## config.mk

```make
export PLATFORM = sky130hd
export DESIGN_NAME = ring_streamer
export DESIGN_NICKNAME = d
export VERILOG_FILES = /design/src/rtl/rls_pkg.sv /design/src/rtl/rls_cfg.sv /design/src/rtl/rls_pipe.sv /design/src/rtl/rls_fsm.sv /design/src/rtl/ring_streamer.sv
export SDC_FILE = /design/constraint.sdc
export NUM_CORES = 1
export LEC_CHECK = 0
export BUFFER_PORTS_ARGS = -buffer_cell sky130_fd_sc_hd__buf_4
export CAP_MARGIN = 5
export CORE_MARGIN = 1.5
export CORE_UTILIZATION = 53
export CTS_CLUSTER_DIAMETER = 60
export DETAILED_ROUTE_END_ITERATION = 7
export PLACE_DENSITY = 0.8
export SLEW_MARGIN = 20
export SYNTH_ARGS = -nofsm -noshare
export SYNTH_HDL_FRONTEND = slang
export SYNTH_SLANG_ARGS = --single-unit
```

## constraint.sdc

```tcl
create_clock -name clk -period 2.1 [get_ports clk]
set_input_delay 0.21 -clock clk [delete_from_list [all_inputs] [get_ports clk]]
set_output_delay 0.21 -clock clk [all_outputs]
set_load 0.02 [all_outputs]
```

## src/rtl/rls_pkg.sv

```systemverilog
package rls_pkg;

    typedef enum logic [1:0] {
        ST_IDLE   = 2'd0,
        ST_RELOAD = 2'd1,
        ST_STREAM = 2'd2,
        ST_DRAIN  = 2'd3
    } rls_state_e;

    localparam logic [1:0] SEL_BASE   = 2'd0;
    localparam logic [1:0] SEL_LENGTH = 2'd1;

endpackage

```

## src/rtl/rls_cfg.sv

```systemverilog
module rls_cfg
    import rls_pkg::*;
#(
    parameter int ADDR_W    = 16,
    parameter int MIN_BYTES = 20,
    parameter int MAX_BYTES = 2000
) (
    input  logic                clk,
    input  logic                rst_n,
    input  logic                cfg_wr,
    input  logic [1:0]          cfg_sel,
    input  logic [ADDR_W-1:0]   cfg_wdata,
    output logic [ADDR_W-1:0]   base_addr,
    output logic [ADDR_W-3:0]   word_total
);
    localparam int CNT_W = ADDR_W - 2;
    localparam logic [CNT_W-1:0] MIN_WORDS = CNT_W'(MIN_BYTES / 4);
    localparam logic [CNT_W-1:0] MAX_WORDS = CNT_W'(MAX_BYTES / 4);

    logic [CNT_W-1:0] raw_words;
    logic [CNT_W-1:0] clamped_words;

    // dropping the two low bits rounds the byte length down to whole words
    always_comb begin
        raw_words = cfg_wdata[ADDR_W-1:2];
        if (raw_words < MIN_WORDS)
            clamped_words = MIN_WORDS;
        else if (raw_words > MAX_WORDS)
            clamped_words = MAX_WORDS;
        else
            clamped_words = raw_words;
    end

    always_ff @(posedge clk or negedge rst_n) begin
        if (!rst_n) begin
            base_addr  <= '0;
            word_total <= MIN_WORDS;
        end else if (cfg_wr) begin
            if (cfg_sel == SEL_BASE)
                base_addr <= {cfg_wdata[ADDR_W-1:2], 2'b00};
            else if (cfg_sel == SEL_LENGTH)
                word_total <= clamped_words;
        end
    end

    AST_COUNT_IN_RANGE: assert property (@(posedge clk) disable iff (!rst_n)
        (word_total >= MIN_WORDS) && (word_total <= MAX_WORDS)) else $error("count out of range");

endmodule

```

## src/rtl/rls_pipe.sv

```systemverilog
module rls_pipe #(
    parameter int DATA_W = 32
) (
    input  logic              clk,
    input  logic              rst_n,
    input  logic              issue,
    input  logic              abort,
    input  logic              fifo_full,
    input  logic [DATA_W-1:0] rd_data,
    output logic              wr_en,
    output logic [DATA_W-1:0] wr_data,
    output logic              empty
);
    logic              inflight_q;
    logic              hold_vld_q;
    logic [DATA_W-1:0] hold_q;

    always_ff @(posedge clk or negedge rst_n) begin
        if (!rst_n) begin
            inflight_q <= 1'b0;
            hold_vld_q <= 1'b0;
            hold_q     <= '0;
        end else if (abort) begin
            inflight_q <= 1'b0;
            hold_vld_q <= 1'b0;
        end else begin
            inflight_q <= issue;
            if (inflight_q && fifo_full) begin
                hold_q     <= rd_data;
                hold_vld_q <= 1'b1;
            end else if (hold_vld_q && !fifo_full) begin
                hold_vld_q <= 1'b0;
            end
        end
    end

    always_comb begin
        wr_en   = (inflight_q || hold_vld_q) && !fifo_full && !abort;
        wr_data = hold_vld_q ? hold_q : rd_data;
        empty   = !inflight_q && !hold_vld_q;
    end

    AST_HOLD_STABLE: assert property (@(posedge clk) disable iff (!rst_n)
        (hold_vld_q && $past(hold_vld_q)) |-> $stable(hold_q)) else $error("parked word changed");
    AST_NO_DOUBLE_SLOT: assert property (@(posedge clk) disable iff (!rst_n)
        !(inflight_q && hold_vld_q)) else $error("two words in pipe");

endmodule

```

## src/rtl/rls_fsm.sv

```systemverilog
module rls_fsm
    import rls_pkg::*;
#(
    parameter int ADDR_W = 16
) (
    input  logic              clk,
    input  logic              rst_n,
    input  logic              start,
    input  logic              abort,
    input  logic              fifo_req,
    input  logic              pipe_empty,
    input  logic [ADDR_W-1:0] base_addr,
    input  logic [ADDR_W-3:0] word_total,
    output logic              issue,
    output logic [ADDR_W-1:0] rd_addr,
    output logic              busy
);
    localparam int CNT_W = ADDR_W - 2;
    localparam logic [ADDR_W-1:0] WORD_STEP = ADDR_W'(4);
    localparam logic [CNT_W-1:0]  ONE_LEFT  = CNT_W'(1);

    rls_state_e        state_q, state_d;
    logic [ADDR_W-1:0] ptr_q;
    logic [CNT_W-1:0]  left_q;

    always_comb begin
        issue = (state_q == ST_STREAM) && fifo_req && pipe_empty
                && (left_q != '0) && !abort;
    end

    // next state
    always_comb begin
        state_d = state_q;
        unique case (state_q)
            ST_IDLE:   if (start && !abort) state_d = ST_RELOAD;
            ST_RELOAD: state_d = abort ? ST_IDLE : ST_STREAM;
            ST_STREAM: begin
                if (abort)
                    state_d = ST_IDLE;
                else if (issue && left_q == ONE_LEFT)
                    state_d = ST_DRAIN;
            end
            ST_DRAIN: begin
                if (abort)
                    state_d = ST_IDLE;
                else if (pipe_empty)
                    state_d = ST_RELOAD;
            end
            default: state_d = ST_IDLE;
        endcase
    end

    // state register
    always_ff @(posedge clk or negedge rst_n) begin
        if (!rst_n)
            state_q <= ST_IDLE;
        else
            state_q <= state_d;
    end

    // read pointer and remaining count: the reload step acts as the control channel
    always_ff @(posedge clk or negedge rst_n) begin
        if (!rst_n) begin
            ptr_q  <= '0;
            left_q <= '0;
        end else if (state_q == ST_RELOAD) begin
            ptr_q  <= base_addr;
            left_q <= word_total;
        end else if (issue) begin
            ptr_q  <= ptr_q + WORD_STEP;
            left_q <= left_q - ONE_LEFT;
        end
    end

    // outputs
    always_comb begin
        rd_addr = ptr_q;
        busy    = (state_q != ST_IDLE);
    end

    AST_ABORT_STOPS: assert property (@(posedge clk) disable iff (!rst_n)
        abort |=> (state_q == ST_IDLE)) else $error("abort ignored");
    AST_START_BUSY: assert property (@(posedge clk) disable iff (!rst_n)
        (start && !abort) |=> busy) else $error("start ignored");
    AST_RELOAD_BASE: assert property (@(posedge clk) disable iff (!rst_n)
        ((state_q == ST_RELOAD) && !abort) |=> (rd_addr == $past(base_addr))) else $error("reload address");
    AST_SINGLE_READ: assert property (@(posedge clk) disable iff (!rst_n)
        issue |=> !issue) else $error("back to back reads");

endmodule

```

## src/rtl/ring_streamer.sv

```systemverilog
module ring_streamer #(
    parameter int                ADDR_W    = 16,
    parameter int                DATA_W    = 32,
    parameter int                MIN_BYTES = 20,
    parameter int                MAX_BYTES = 2000,
    parameter logic [ADDR_W-1:0] FIFO_ADDR = 16'h4000
) (
    input  logic              clk,
    input  logic              rst_n,
    input  logic              cfg_wr,
    input  logic [1:0]        cfg_sel,
    input  logic [ADDR_W-1:0] cfg_wdata,
    input  logic              start,
    input  logic              abort,
    output logic              busy,
    output logic              mem_rd_en,
    output logic [ADDR_W-1:0] mem_rd_addr,
    input  logic [DATA_W-1:0] mem_rd_data,
    input  logic              fifo_req,
    input  logic              fifo_full,
    output logic              fifo_wr_en,
    output logic [ADDR_W-1:0] fifo_wr_addr,
    output logic [DATA_W-1:0] fifo_wr_data
);
    localparam int CNT_W = ADDR_W - 2;

    logic [ADDR_W-1:0] base_addr;
    logic [CNT_W-1:0]  word_total;
    logic              issue;
    logic              pipe_empty;

    rls_cfg #(
        .ADDR_W   (ADDR_W),
        .MIN_BYTES(MIN_BYTES),
        .MAX_BYTES(MAX_BYTES)
    ) u_cfg (
        .clk       (clk),
        .rst_n     (rst_n),
        .cfg_wr    (cfg_wr),
        .cfg_sel   (cfg_sel),
        .cfg_wdata (cfg_wdata),
        .base_addr (base_addr),
        .word_total(word_total)
    );

    rls_fsm #(
        .ADDR_W(ADDR_W)
    ) u_fsm (
        .clk       (clk),
        .rst_n     (rst_n),
        .start     (start),
        .abort     (abort),
        .fifo_req  (fifo_req),
        .pipe_empty(pipe_empty),
        .base_addr (base_addr),
        .word_total(word_total),
        .issue     (issue),
        .rd_addr   (mem_rd_addr),
        .busy      (busy)
    );

    rls_pipe #(
        .DATA_W(DATA_W)
    ) u_pipe (
        .clk      (clk),
        .rst_n    (rst_n),
        .issue    (issue),
        .abort    (abort),
        .fifo_full(fifo_full),
        .rd_data  (mem_rd_data),
        .wr_en    (fifo_wr_en),
        .wr_data  (fifo_wr_data),
        .empty    (pipe_empty)
    );

    always_comb begin
        mem_rd_en    = issue;
        fifo_wr_addr = FIFO_ADDR;
    end

    AST_IDLE_QUIET: assert property (@(posedge clk) disable iff (!rst_n)
        !busy |-> (!mem_rd_en && !fifo_wr_en)) else $error("activity while idle");
    AST_READ_NEEDS_REQ: assert property (@(posedge clk) disable iff (!rst_n)
        mem_rd_en |-> fifo_req) else $error("read without request");
    AST_NO_WRITE_FULL: assert property (@(posedge clk) disable iff (!rst_n)
        fifo_wr_en |-> !fifo_full) else $error("write into full fifo");

endmodule

```

# == Yosys cells after proc, flatten, opt, wreduce, memory -nomap -nowiden ==
# Cells that the tools add are included.
# totals
ff_bits,94
input_bits,57
output_inout_bits,67
elab_cells,66
# classes
addsub,2
magnitude_cmp,2
n_eq_ne,8
n_mux,18
n_bitwise,2
reduce_logical,26
# op_table
operator,n
$mux W14,4
$mux W16,2
$mux W32,1
$add A16 B3 Y16 const B,1
$eq A14 B1 Y1 const B,1
$gt A14 B9 Y1 const B,1
$lt A14 B3 Y1 const B,1
$reduce_bool A14 Y1,1
$sub A14 B1 Y14 const B,1
$mux W2,6
$logic_and A1 B1 Y1,11
$pmux W2 S4,1
$reduce_and A3 Y1,2
$eq A2 B1 Y1 const B,2
$eq A2 B2 Y1 const B,2
$logic_not A1 Y1,4
$logic_not A2 Y1,2
$mux W1,4
$reduce_and A2 Y1,2
$reduce_bool A2 Y1,2
$ne A3 B2 Y1 const B,1
$ne A3 B3 Y1 const B,1
$reduce_bool A3 Y1,1
$ne A2 B1 Y1 const B,1
other kinds (2),3

# == Longest topological paths before layout ==
# Gate-level depths: netlist of the first run.
# depth
ltp_word,9
ltp_mapped,10

# == Hierarchy ==
# Synthesis of the first run repeated with hierarchy kept, for this count alone.
# unflattened
hier_cells,447
hier_area_um2,5096.1
# by_module_without_submodules
module,instances,cells_each,area_per_inst_um2
rls_fsm,1,225,1968.1
rls_pipe,1,110,1783.0
rls_cfg,1,94,1217.4
ring_streamer,1,18,127.6

# == Least setup slack after synthesis of the first run ==
# OpenSTA, ideal clock, no wires.
# synth_timing
path_type,flip-flop to flip-flop
from,reg u_fsm.left_q[0]
to,"reg u_fsm.ptr_q[5], in the netlist u_fsm.rd_addr[5]"
setup_time_ps,127
arrival_time_ps,1790
t_required_ps,1973
slack_ps,184
path_stages_with_launch,11
path_buffers,2
synth_period_minus_slack_ps,1916
cell_sequence,dfrtp_1 -> inv_1 -> ha_1 -> nor3b_1 -> nand4_2 -> nand2_2 -> inv_2 -> buf_6 -> buf_6 -> a22oi_1 -> o21ai_1
# synth_between
elab_chain_len,4
# synth_lines
element,line_no,text
from (decl),rls_fsm.sv:24,logic [CNT_W-1:0] left_q;
from (signal assigned),rls_fsm.sv:68,left_q <= word_total;
from (signal assigned),rls_fsm.sv:71,left_q <= left_q - ONE_LEFT;
$reduce_bool A14 Y1,rls_fsm.sv:28,&& (left_q != '0) && !abort;
$logic_and A1 B1 Y1 (2 in a row),rls_fsm.sv:28,
via mem_rd_en,ring_streamer.sv:16,"output logic mem_rd_en,"
$reduce_bool A2 Y1 (no source line),-,
to (signal assigned),rls_fsm.sv:67,ptr_q <= base_addr;
to (signal assigned),rls_fsm.sv:70,ptr_q <= ptr_q + WORD_STEP;
to (decl),rls_fsm.sv:23,logic [ADDR_W-1:0] ptr_q;
# The timed path passes the listed nets, and every way through them passes these cells.
# A chain may end at the register's enable or synchronous reset.

# == Worst setup path in the final report of the first run ==
# layout_timing
from,reg u_fsm.left_q[12]
to,out mem_rd_en
# layout_between
elab_chain_len,3
# layout_lines
element,line_no
$reduce_bool A14 Y1,rls_fsm.sv:28
$logic_and A1 B1 Y1 (2 in a row),rls_fsm.sv:28
to (decl),ring_streamer.sv:16
# No other way between the ends.

==> flow_metrics.tcl, run 1 <==
set metrics [dict create \
    outcome "finished clean" \
    peakVddDrop_uv 426.2 \
    max-cap-violations 0 \
    timing.final.crit_share_pct 98.09 \
    worstPathCellList "nor4_4, nand4_2, nand2_2, inv_4, buf_6, buf_4" \
    p_leak_nw 2.787 \
    dr.pass1.iters 5 \
    fmax_mhz 485.4 \
    hp-class "in2reg" \
    place_congestion 0.9012 \
    fillers 647 \
    cts_made_buffers 9 \
    slew_headroom_pct 60.30 \
    fin_skew_ns 0.01184 \
    worstReg2RegStart "u_fsm.left_q[8]" \
    path_clk_slew_ns 0.09 \
    critPathMaxFanout 10 \
    pwr_density_cell_mw_per_mm2 825.8 \
    hold_start "abort" \
    finalSetupViolCount 0 \
    cts.sinks 92 \
    vias_per_cell 5.738 \
    wl_per_cell_um 16.67 \
    grtUsageTotal_pct 23.92 \
    critPathSlowestCell "dfrtp_1" \
    rsz0062_at_grt "true" \
    synth_compound_gate_area_share_pct 11.59 \
    synth_area_mm2 0.004781 \
    overflow 0 \
    drt_wl_total_um 10940 \
    fp.dieW_um 97.98 \
    port_buffers 103 \
    synthAdderAreaFrac_pct 1.047 \
    grt_max_degree 45 \
    diodes 0 \
    seq_area_frac_synth_pct 48.21 \
    synth-simple-area-share_pct 14.29 \
    synth_xor_area_share_pct 0 \
    async_flop_share_pct 100.0 \
    drcViolationCount 0 \
    dpl.hpwl_um 7763 \
    synth_cells 431 \
    drtAntennaViolNets 0 \
    topRoutingLayerUsed "met4" \
    layout.nets 606 \
    first_global_vias 3862 \
    end_kind "output pin" \
    cp_num_buf_inv 3 \
    dr_wl_met3_um 513 \
    row_count 34 \
    wl_met1_um 4542 \
    slew_violations 0 \
    synth_top_family_by_area "multiplexers" \
    htreeDepth 3 \
    seq_area_mm2 0.002308 \
    crit_required_ns 1.89 \
    num_vias 3764 \
    crit_start "u_fsm.left_q[12]" \
    arrival_ns 1.85 \
    critPathTopFamily "simple AND/OR/NAND/NOR gates" \
    clk_path_buf_depth 2 \
    synthMuxAreaShare_pct 18.37 \
    tns_ns 0 \
    start_util_pct 54.82 \
    synthToLayoutAreaGrowth_pct 23.63 \
    synth_seq_cells 92 \
    critical_path_class "reg2out" \
    cpPeakStageDelay_ns 0.43 \
    synth_edf_count 0 \
    cts_tree "built" \
    syn_avg_cell_area_um2 11.09 \
    finalCriticalPeriod_ns 2.060 \
    tightest_slew_ns 0.5955 \
    die_y_um 97.98 \
    yosysWarnings 0 \
    design_area_mm2 0.005911 \
    dr_wl_met2_um 5747 \
    drive_above_1_share_pct 43.98 \
    finalHoldViolCount 0 \
    start_kind "flop" \
    multi_input_area_mm2 0.002260 \
    synthFlopType "dfrtp_1" \
    antenna_found_initial 0 \
    grt_pass1_wl_um 18620 \
    clock_latency_ns 0.36 \
    die-area_mm2 0.009599 \
    ios 124 \
    cts_root_buf "clkbuf_8" \
    drt-initial-drc-count 202 \
    dpl_cell_area_mm2 0.005657 \
    synth.distinct_cells 59 \
    core-area_mm2 0.008721 \
]
==> state kept, by name, summed over array words and instances (netlist names) <==
signal             flops
u_pipe.hold_q         32
u_cfg.base_addr       14
u_cfg.word_total      14
u_fsm.left_q          14
u_fsm.rd_addr         14
u_fsm.state_q          2
u_pipe.hold_vld_q      1
u_pipe.inflight_q      1
==> cells in the final DEF (no fill, tap or decap), drive strengths merged, types with 2 or more instances in the layout <==
master / netlist / routed
a211oi: 3 / 3
a21o: 4 / 4
a21oi: 13 / 13
a221o: 7 / 7
a221oi: 2 / 2
a22oi: 5 / 5
a31oi: 3 / 3
a41o: 2 / 2
and2: 6 / 6
and4: 3 / 3
buf: 29 / 125
clkbuf: 10 / 12
clkinv: 0 / 2
conb: 2 / 18
dfrtp: 90 / 90
dfstp: 2 / 2
ha: 4 / 4
inv: 14 / 14
mux2: 78 / 78
nand2: 25 / 25
nand2b: 3 / 3
nand3: 8 / 8
nand3b: 2 / 2
nand4: 6 / 6
nor2: 33 / 33
nor3: 15 / 15
nor3b: 5 / 5
nor4: 7 / 7
o21a: 4 / 4
o21ai: 24 / 24
o22ai: 2 / 2
o31a: 2 / 2
or4: 3 / 3
==> per-stage QoR <==
step	instances	worst slack, ns	utilization [%]	hold slack (ns)	total power, W
after floorplan	447	0.1836	-	-0.08559	0.003200
after global placement	636	0.1150	64.86	0.2430	0.003690
after detailed placement	636	-0.007753	64.86	0.2543	0.003762
after CTS	654	0.0009726	67.42	0.04882	0.004884
after global routing	656	-0.03484	67.78	0.05020	0.005152
final	656	0.04003	67.78	0.06185	0.004881
==> synth_stat cells, types with 6 or more instances <==
cell type	instances	area share, %
clkbuf_1	10	0.79
mux2_2	78	18
dfrtp_1	90	47
nor4_1	6	0.79
nor3_1	13	1.4
buf_4	20	3.1
a221o_1	7	1.5
o21ai_0	13	1.4
a21oi_1	13	1.4
nor2_1	33	2.6
and2_1	6	0.79
o21ai_1	11	1.2
nand2_1	24	1.9
nand3_1	8	0.84
inv_1	13	1.0
==> metal layers <==
metal  up-vias  track usage, %
met4         0           8.901
met5         -               0
met2       121           40.58
met3        13           3.722
li1       1757               -
met1      1873           31.05
==> path summary, 6_finish.rpt <==
path                                        to  slack (ns)  depth (start not counted)
max                                  mem_rd_en        0.04                          6
min                          u_pipe.hold_vld_q        0.06                          2
max reg2reg                   u_fsm.left_q[13]        0.11                          5
min reg2reg                u_cfg.word_total[2]        0.47                          2
max in group asynchronous  u_cfg.word_total[2]        1.03                          3
min in group asynchronous   u_cfg.base_addr[2]        0.40                          2
==> timing repair <==
item | 4_1_cts | 5_1_grt
buffers inserted | 3 | 2
endpoints found under the hold margin | 42 | 0
hold buffers | 1 | 0
pin swaps | 3 | 2
gates resized for setup | 5 | 8
endpoints found under the setup margin | 9 | 3
==> cell type report <==
cell class,instances,area share [%]
flip-flops and latches,92,39.06
multi-input cells,302,38.23
repair buffers,126,16.53
clock buffers,12,2.794
well taps,108,2.286
inverters,14,0.9314
clock inverters,2,0.1693
==> where the power goes <==
| group | switching [W] | internal (W) |
|---|---|---|
| Sequential | 0.000317 | 0.00209 |
| Clock | 0.000593 | 0.000511 |
| Combinational | 0.000703 | 0.000664 |
==> cells by family after synthesis <==
| logic type | count (synthesis) |
|---|---|
| flops | 92 |
| mux | 78 |
| simple gates | 123 |
| buf+inv | 53 |
| fa+ha+maj | 4 |
| compound gates | 79 |
| other cells | 2 |
(Power assumes the default switching activity.)
==> run 2, diff against run 1 <==
==> constraint.sdc (replaced) <==
create_clock -name clk -period 2.1 [get_ports clk]
set_input_delay 0.21 -clock clk [delete_from_list [all_inputs] [get_ports clk]]
set_output_delay 0.21 -clock clk [all_outputs]
set_load 0.1 [all_outputs]
==> run 2 against run 1 <==
  * Clock skew is essentially flat
  * Largest power group unchanged
  * Wire length shrank 0.96%
  * Power grew 19%
  * Critical path type unchanged
  * Maximum frequency grew 2.7%
  * Highest routed layer unchanged
  * Sequential cell count is the same
  * Sequential share of layout area is essentially flat
==> flow_metrics.tcl, run 2 (synthesis results as in run 1) <==
set metrics [dict create \
    pwr_density_cell_mw_per_mm2 984.0 \
    drive_above_1_share_pct 45.17 \
    start_util_pct 54.82 \
    critical_path_class "reg2out" \
    port_buffers 103 \
    finalSetupViolCount 0 \
    largest_register_ffs 32 \
    tightest_slew_ns 0.5746 \
    hp-class "in2reg" \
    holdWs_ns 0.08110 \
    finalHoldViolCount 0 \
    finalCriticalPeriod_ns 2.007 \
    fillers 660 \
    htreeDepth 3 \
    num_vias 3777 \
    peakVddDrop_uv 901.0 \
    row_count 34 \
    grt_max_degree 52 \
    overflow 0 \
    die_y_um 97.98 \
    drt_wl_total_um 10830 \
    slew_violations 0 \
    drcViolationCount 0 \
    cts.sinks 92 \
    start_kind "flop" \
    totalPowerFinal_w 0.005830 \
    ios 124 \
    fp.dieW_um 97.98 \
    place_congestion 0.8835 \
    timing.final.crit_share_pct 95.56 \
    die-area_mm2 0.009599 \
    layout_common_cells "122 x buf_4, 81 x dfrtp_1, 78 x mux2_2" \
    dpl.hpwl_um 7727 \
    layout_setup_ws_ns 0.09323 \
    wl_per_cell_um 16.49 \
    grtUsageTotal_pct 23.35 \
    cts_tree "built" \
    vias_per_cell 5.749 \
    cts_made_buffers 9 \
    clk_path_buf_depth 2 \
    multi_input_area_mm2 0.002265 \
    grt_pass1_wl_um 18010 \
    diodes 0 \
    fmax_mhz 498.3 \
    path_clk_slew_ns 0.09 \
    first_global_vias 3730 \
    tns_ns 0 \
    rsz0062_at_grt "false" \
    arrival_ns 1.80 \
    synthToLayoutAreaGrowth_pct 23.92 \
    slew_headroom_pct 61.34 \
    p_leak_nw 2.765 \
    end_kind "output pin" \
    seq_area_mm2 0.002316 \
    max-cap-violations 0 \
    layout.nets 605 \
    design_area_mm2 0.005924 \
    pre_cts_ws_ns 0.1215 \
    clock_latency_ns 0.36 \
    drt-initial-drc-count 226 \
    outcome "finished clean" \
    core-area_mm2 0.008721 \
    fin_skew_ns 0.01200 \
    antenna_found_initial 0 \
    final_common_cell "buf_4" \
    drtAntennaViolNets 0 \
    dr.pass1.iters 4 \
    dpl_cell_area_mm2 0.005689 \
    cts_root_buf "clkbuf_8" \
    critPathMaxFanout 12 \
    top_register "u_pipe.hold_q" \
    crit_required_ns 1.89 \
]
-- run 2: worst max-delay path: stages, from the launching register on --
cell,delay [ns]
dfrtp_1,0.40
and4bb_1,0.33
and2_2,0.25
nand2_2,0.10
inv_4,0.17
buf_12,0.20
-- run 2: per-layer routing --
| metal | vias to the layer above | GRT usage, % | part of all wire [%] |
|---|---|---|---|
| met5 | - | 0 | 0 |
| met4 | 0 | 9.780 | 1.9 |
| met3 | 17 | 3.078 | 5.5 |
| met2 | 147 | 38.73 | 51 |
| met1 | 1860 | 30.99 | 42 |
| li1 | 1753 | - | - |
-- run 2: final cells by class --
class,count,area share [%]
timing repair buffer,125,16.30
clock inverter,5,0.6125
clock buffer,11,2.555
multi-input combinational,302,38.23
tap,108,2.281
inverter,14,0.9293
sequential,92,39.09
-- run 2: through the flow --
step | utilization (%) | cells
detailed placement | 65.24 | 639
finish | 67.93 | 657
CTS | 67.65 | 656
floorplan | - | 447
global placement | 65.24 | 639
global route | 67.93 | 657
-- run 2: worst paths after layout --
kind                                           from                  end  slack (ns)  cells past startpoint
worst max-delay path              u_pipe.inflight_q            mem_rd_en        0.09                      5
worst min-delay path                mem_rd_data[28]    u_pipe.hold_q[28]        0.08                      2
worst max register to register     u_fsm.left_q[10]    u_fsm.rd_addr[13]        0.13                      7
worst min register to register  u_cfg.word_total[2]  u_cfg.word_total[2]        0.47                      2
max in group asynchronous                     rst_n  u_cfg.word_total[2]        0.99                      3
min in group asynchronous                     rst_n     u_fsm.rd_addr[6]        0.38                      2
-- run 2: timing repair --
action | CTS | global route
resized for setup | 4 | 6
gates cloned | 0 | 0
hold buffers | 1 | 0
pin swaps | 0 | 1
endpoints found under the hold margin | 41 | 0
setup endpoints to repair | 1 | 2
buffers inserted | 0 | 1
-- run 2: where the power goes --
group | switching, W | leakage (nW) | internal (W)
clock | 0.000635 | 0.0876 | 0.000495
combinational | 0.00162 | 1.52 | 0.000661
sequential | 0.000318 | 1.16 | 0.00211
total | 0.00257 | 2.76 | 0.00326
==> run 3, diff against run 2 <==
- CORE_UTILIZATION: 53 -> 54
- PLACE_DENSITY: 0.8 -> 0.81
- SYNTH_HIERARCHICAL: unset -> 1
==> run 3 against run 2 <==
  * The run now ends with negative setup slack left
  * Cell area rose by 7.4%
  * Hold slack worse by 0.0084 ns
  * Cell count grew 3.5%
  * Setup slack lost 0.22 ns
  * Global-route usage fell by 0.14 points
  * Non-clock buffer count grew 6
  * Maximum frequency down 9.9%
  * Die area grew 4.5%
  * Sequential share of layout area shrank 2.0 points
  * Via count up 7.9%
  * Synthesized cell count increased by 3.7%
  * Sequential power barely moved
  * Critical path type unchanged
  * Largest cell class is now multi-input combinational cells
  * Highest routed layer unchanged
==> flow_metrics.tcl, run 3 <==
set metrics [dict create \
    top_register "u_pipe/hold_q" \
    place_congestion 0.8176 \
    crit_start "u_fsm/left_q[9]" \
    peakVddDrop_uv 721.1 \
    clock_latency_ns 0.36 \
    grt_pass1_wl_um 18540 \
    synth.most_common_cell "dfrtp_1" \
    seq_area_frac_synth_pct 46.21 \
    outcome "finished with violations" \
    pre_cts_ws_ns 0.01750 \
    synth.distinct_cells 53 \
    row_count 35 \
    rsz0062_at_grt "true" \
    p_leak_nw 2.969 \
    max-cap-violations 0 \
    netlist_top_cells_count "92 x dfrtp_1, 48 x mux2_2, 30 x mux2_4" \
    grt_max_degree 45 \
    overflow 0 \
    fillers 667 \
    drtAntennaViolNets 0 \
    slew_violations 0 \
    fp.dieW_um 100.1 \
    critical_path_class "reg2out" \
    port_buffers 105 \
    start_kind "flop" \
    num_vias 4076 \
    drive_above_1_share_pct 44.29 \
    synth_area_leaders "dfrtp_1 45%, mux2_2 11%, mux2_4 8.8%" \
    reg2reg_to "u_fsm/rd_addr[13]" \
    first_global_vias 3806 \
    die-area_mm2 0.01003 \
    synth_top_family_by_area "multiplexers" \
    end_kind "output pin" \
    synth_xor_area_share_pct 0 \
    pwr_density_cell_mw_per_mm2 990.9 \
    layout_common_cells "125 x buf_4, 87 x dfrtp_1, 48 x mux2_2" \
    synth_area_mm2 0.005096 \
    worstHoldPathCells 2 \
    critPathCapture "mem_rd_en" \
    synthToLayoutAreaGrowth_pct 24.82 \
    slew_headroom_pct 57.00 \
    synth_cells 447 \
    synth-simple-area-share_pct 16.97 \
    start_util_pct 55.41 \
    worstReg2RegStart "u_fsm/left_q[9]" \
    crit_required_ns 1.89 \
    grtUsageTotal_pct 23.21 \
    cts_made_buffers 9 \
    hp-class "in2reg" \
    async_flop_share_pct 100.0 \
    cts.sinks 94 \
    cts_root_buf "clkbuf_8" \
    dpl.hpwl_um 7974 \
    die_y_um 100.1 \
    violations "negative setup slack" \
    synth_edf_count 0 \
    timing.final.crit_share_pct 106.1 \
    wl_per_cell_um 17.20 \
    cts_tree "built" \
    fin_skew_ns 0.01052 \
    regToRegSetupSlack_ns 0.06 \
    yosysWarnings 6 \
    vias_per_cell 5.994 \
    tightest_slew_ns 0.6391 \
    dpl.cell_count 652 \
    finalCriticalPeriod_ns 2.228 \
    drcViolationCount 0 \
    synthAdderAreaFrac_pct 0.9821 \
    fmax_mhz 448.7 \
    finalHoldViolCount 0 \
    yosysTopAreaCell "dfrtp_1" \
    arrival_ns 2.02 \
    synth_compound_gate_area_share_pct 10.31 \
    core-area_mm2 0.009196 \
    layout.nets 625 \
    stdcell_count 680 \
    syn_avg_cell_area_um2 11.40 \
    ios 124 \
    synth_top_area_share_pct 45.18 \
    worstRegToRegCells 6 \
    critPathMaxFanout 2 \
    drt_wl_total_um 11700 \
    largest_register_ffs 32 \
    diodes 0 \
    antenna_found_initial 0 \
    htreeDepth 3 \
    final_common_cell "buf_4" \
    drt-initial-drc-count 275 \
    clk_path_buf_depth 2 \
    synthMuxAreaShare_pct 19.45 \
    synthFlopType "dfrtp_1" \
    finalSetupViolCount 1 \
    layout_setup_ws_ns -0.1285 \
    path_clk_slew_ns 0.09 \
    dr.pass1.iters 5 \
    synth_seq_cells 94 \
]
[run 3: metrics by stage]
step | total power, W | util [%] | instance area (um^2) | TNS [ns] | hold slack (ns)
global route | 0.006569 | 69.17 | 6361 | -0.1999 | 0.06147
floorplan | 0.004192 | - | 5171 | 0 | -0.08559
CTS | 0.006293 | 69.01 | 6346 | -0.1467 | 0.05147
detailed placement | 0.004755 | 65.03 | 5981 | 0 | 0.2504
finish | 0.006303 | 69.17 | 6361 | -0.1285 | 0.07274
global placement | 0.004688 | 65.03 | 5981 | 0 | 0.2433
[run 3: timing repair]
item                                   4_1_cts  5_1_grt
setup endpoints to repair                    1       19
resized for setup                            7        2
pin swaps                                    3        4
cloned                                       1        0
buffers inserted                             6        5
endpoints found under the hold margin       40        0
hold buffers                                 1        0
[run 3: routing by layer]
metal  GRT usage, %  vias up  wire [um]
li1               -     1860          -
met1          32.51     2017       5249
met2          36.79      175       5639
met3          3.552       24        614
met4          8.559        0        194
met5              0        -          0
[run 3: how the worst min path moves through the flow]
stage / startpoint / slack [ns] / to
final: abort / 0.07 / u_pipe/hold_vld_q
after global routing: mem_rd_data[19] / 0.06 / u_pipe/hold_q[19]
after CTS: abort / 0.05 / u_pipe/hold_vld_q
after detailed placement: rst_n / 0.25 / u_pipe/hold_q[26]
after global placement: rst_n / 0.24 / u_pipe/hold_q[26]
after floorplan: rst_n / -0.09 / u_cfg/base_addr[10]
[run 3: kinds of logic (layout without fill, tap and decap cells)]
| family | Yosys count | after routing |
|---|---|---|
| AO/OA/AOI/OAI | 74 | 74 |
| AND/OR/NAND/NOR | 147 | 147 |
| multiplexers | 78 | 78 |
| other | 3 | 18 |
| adder cells (fa/ha/maj) | 4 | 4 |
| flip-flops | 94 | 94 |
| buffers and inverters | 47 | 154 |
[run 3: final cells by class]
type	count	area, um^2	share of cell area (%)
multi-input combinational	321	2531	39.79
clock inverter	5	103.9	1.633
tap	111	138.9	2.183
timing repair buffer	131	1049	16.48
inverter	7	26.28	0.4131
clock buffer	11	151.4	2.380
sequential	94	2361	37.12
[run 3: worst max-delay path: stages, from the launching register on]
cell	delay (ns)
dfrtp_1	0.38
or4_4	0.56
nor4_4	0.36
buf_12	0.15
nor2_4	0.04
buf_12	0.17
[run 3: power by group]
| part | internal, W | switching (W) |
|---|---|---|
| logic | 0.000695 | 0.00170 |
| registers | 0.00213 | 0.000284 |
| clock network | 0.000859 | 0.000632 |
| total | 0.00369 | 0.00262 |
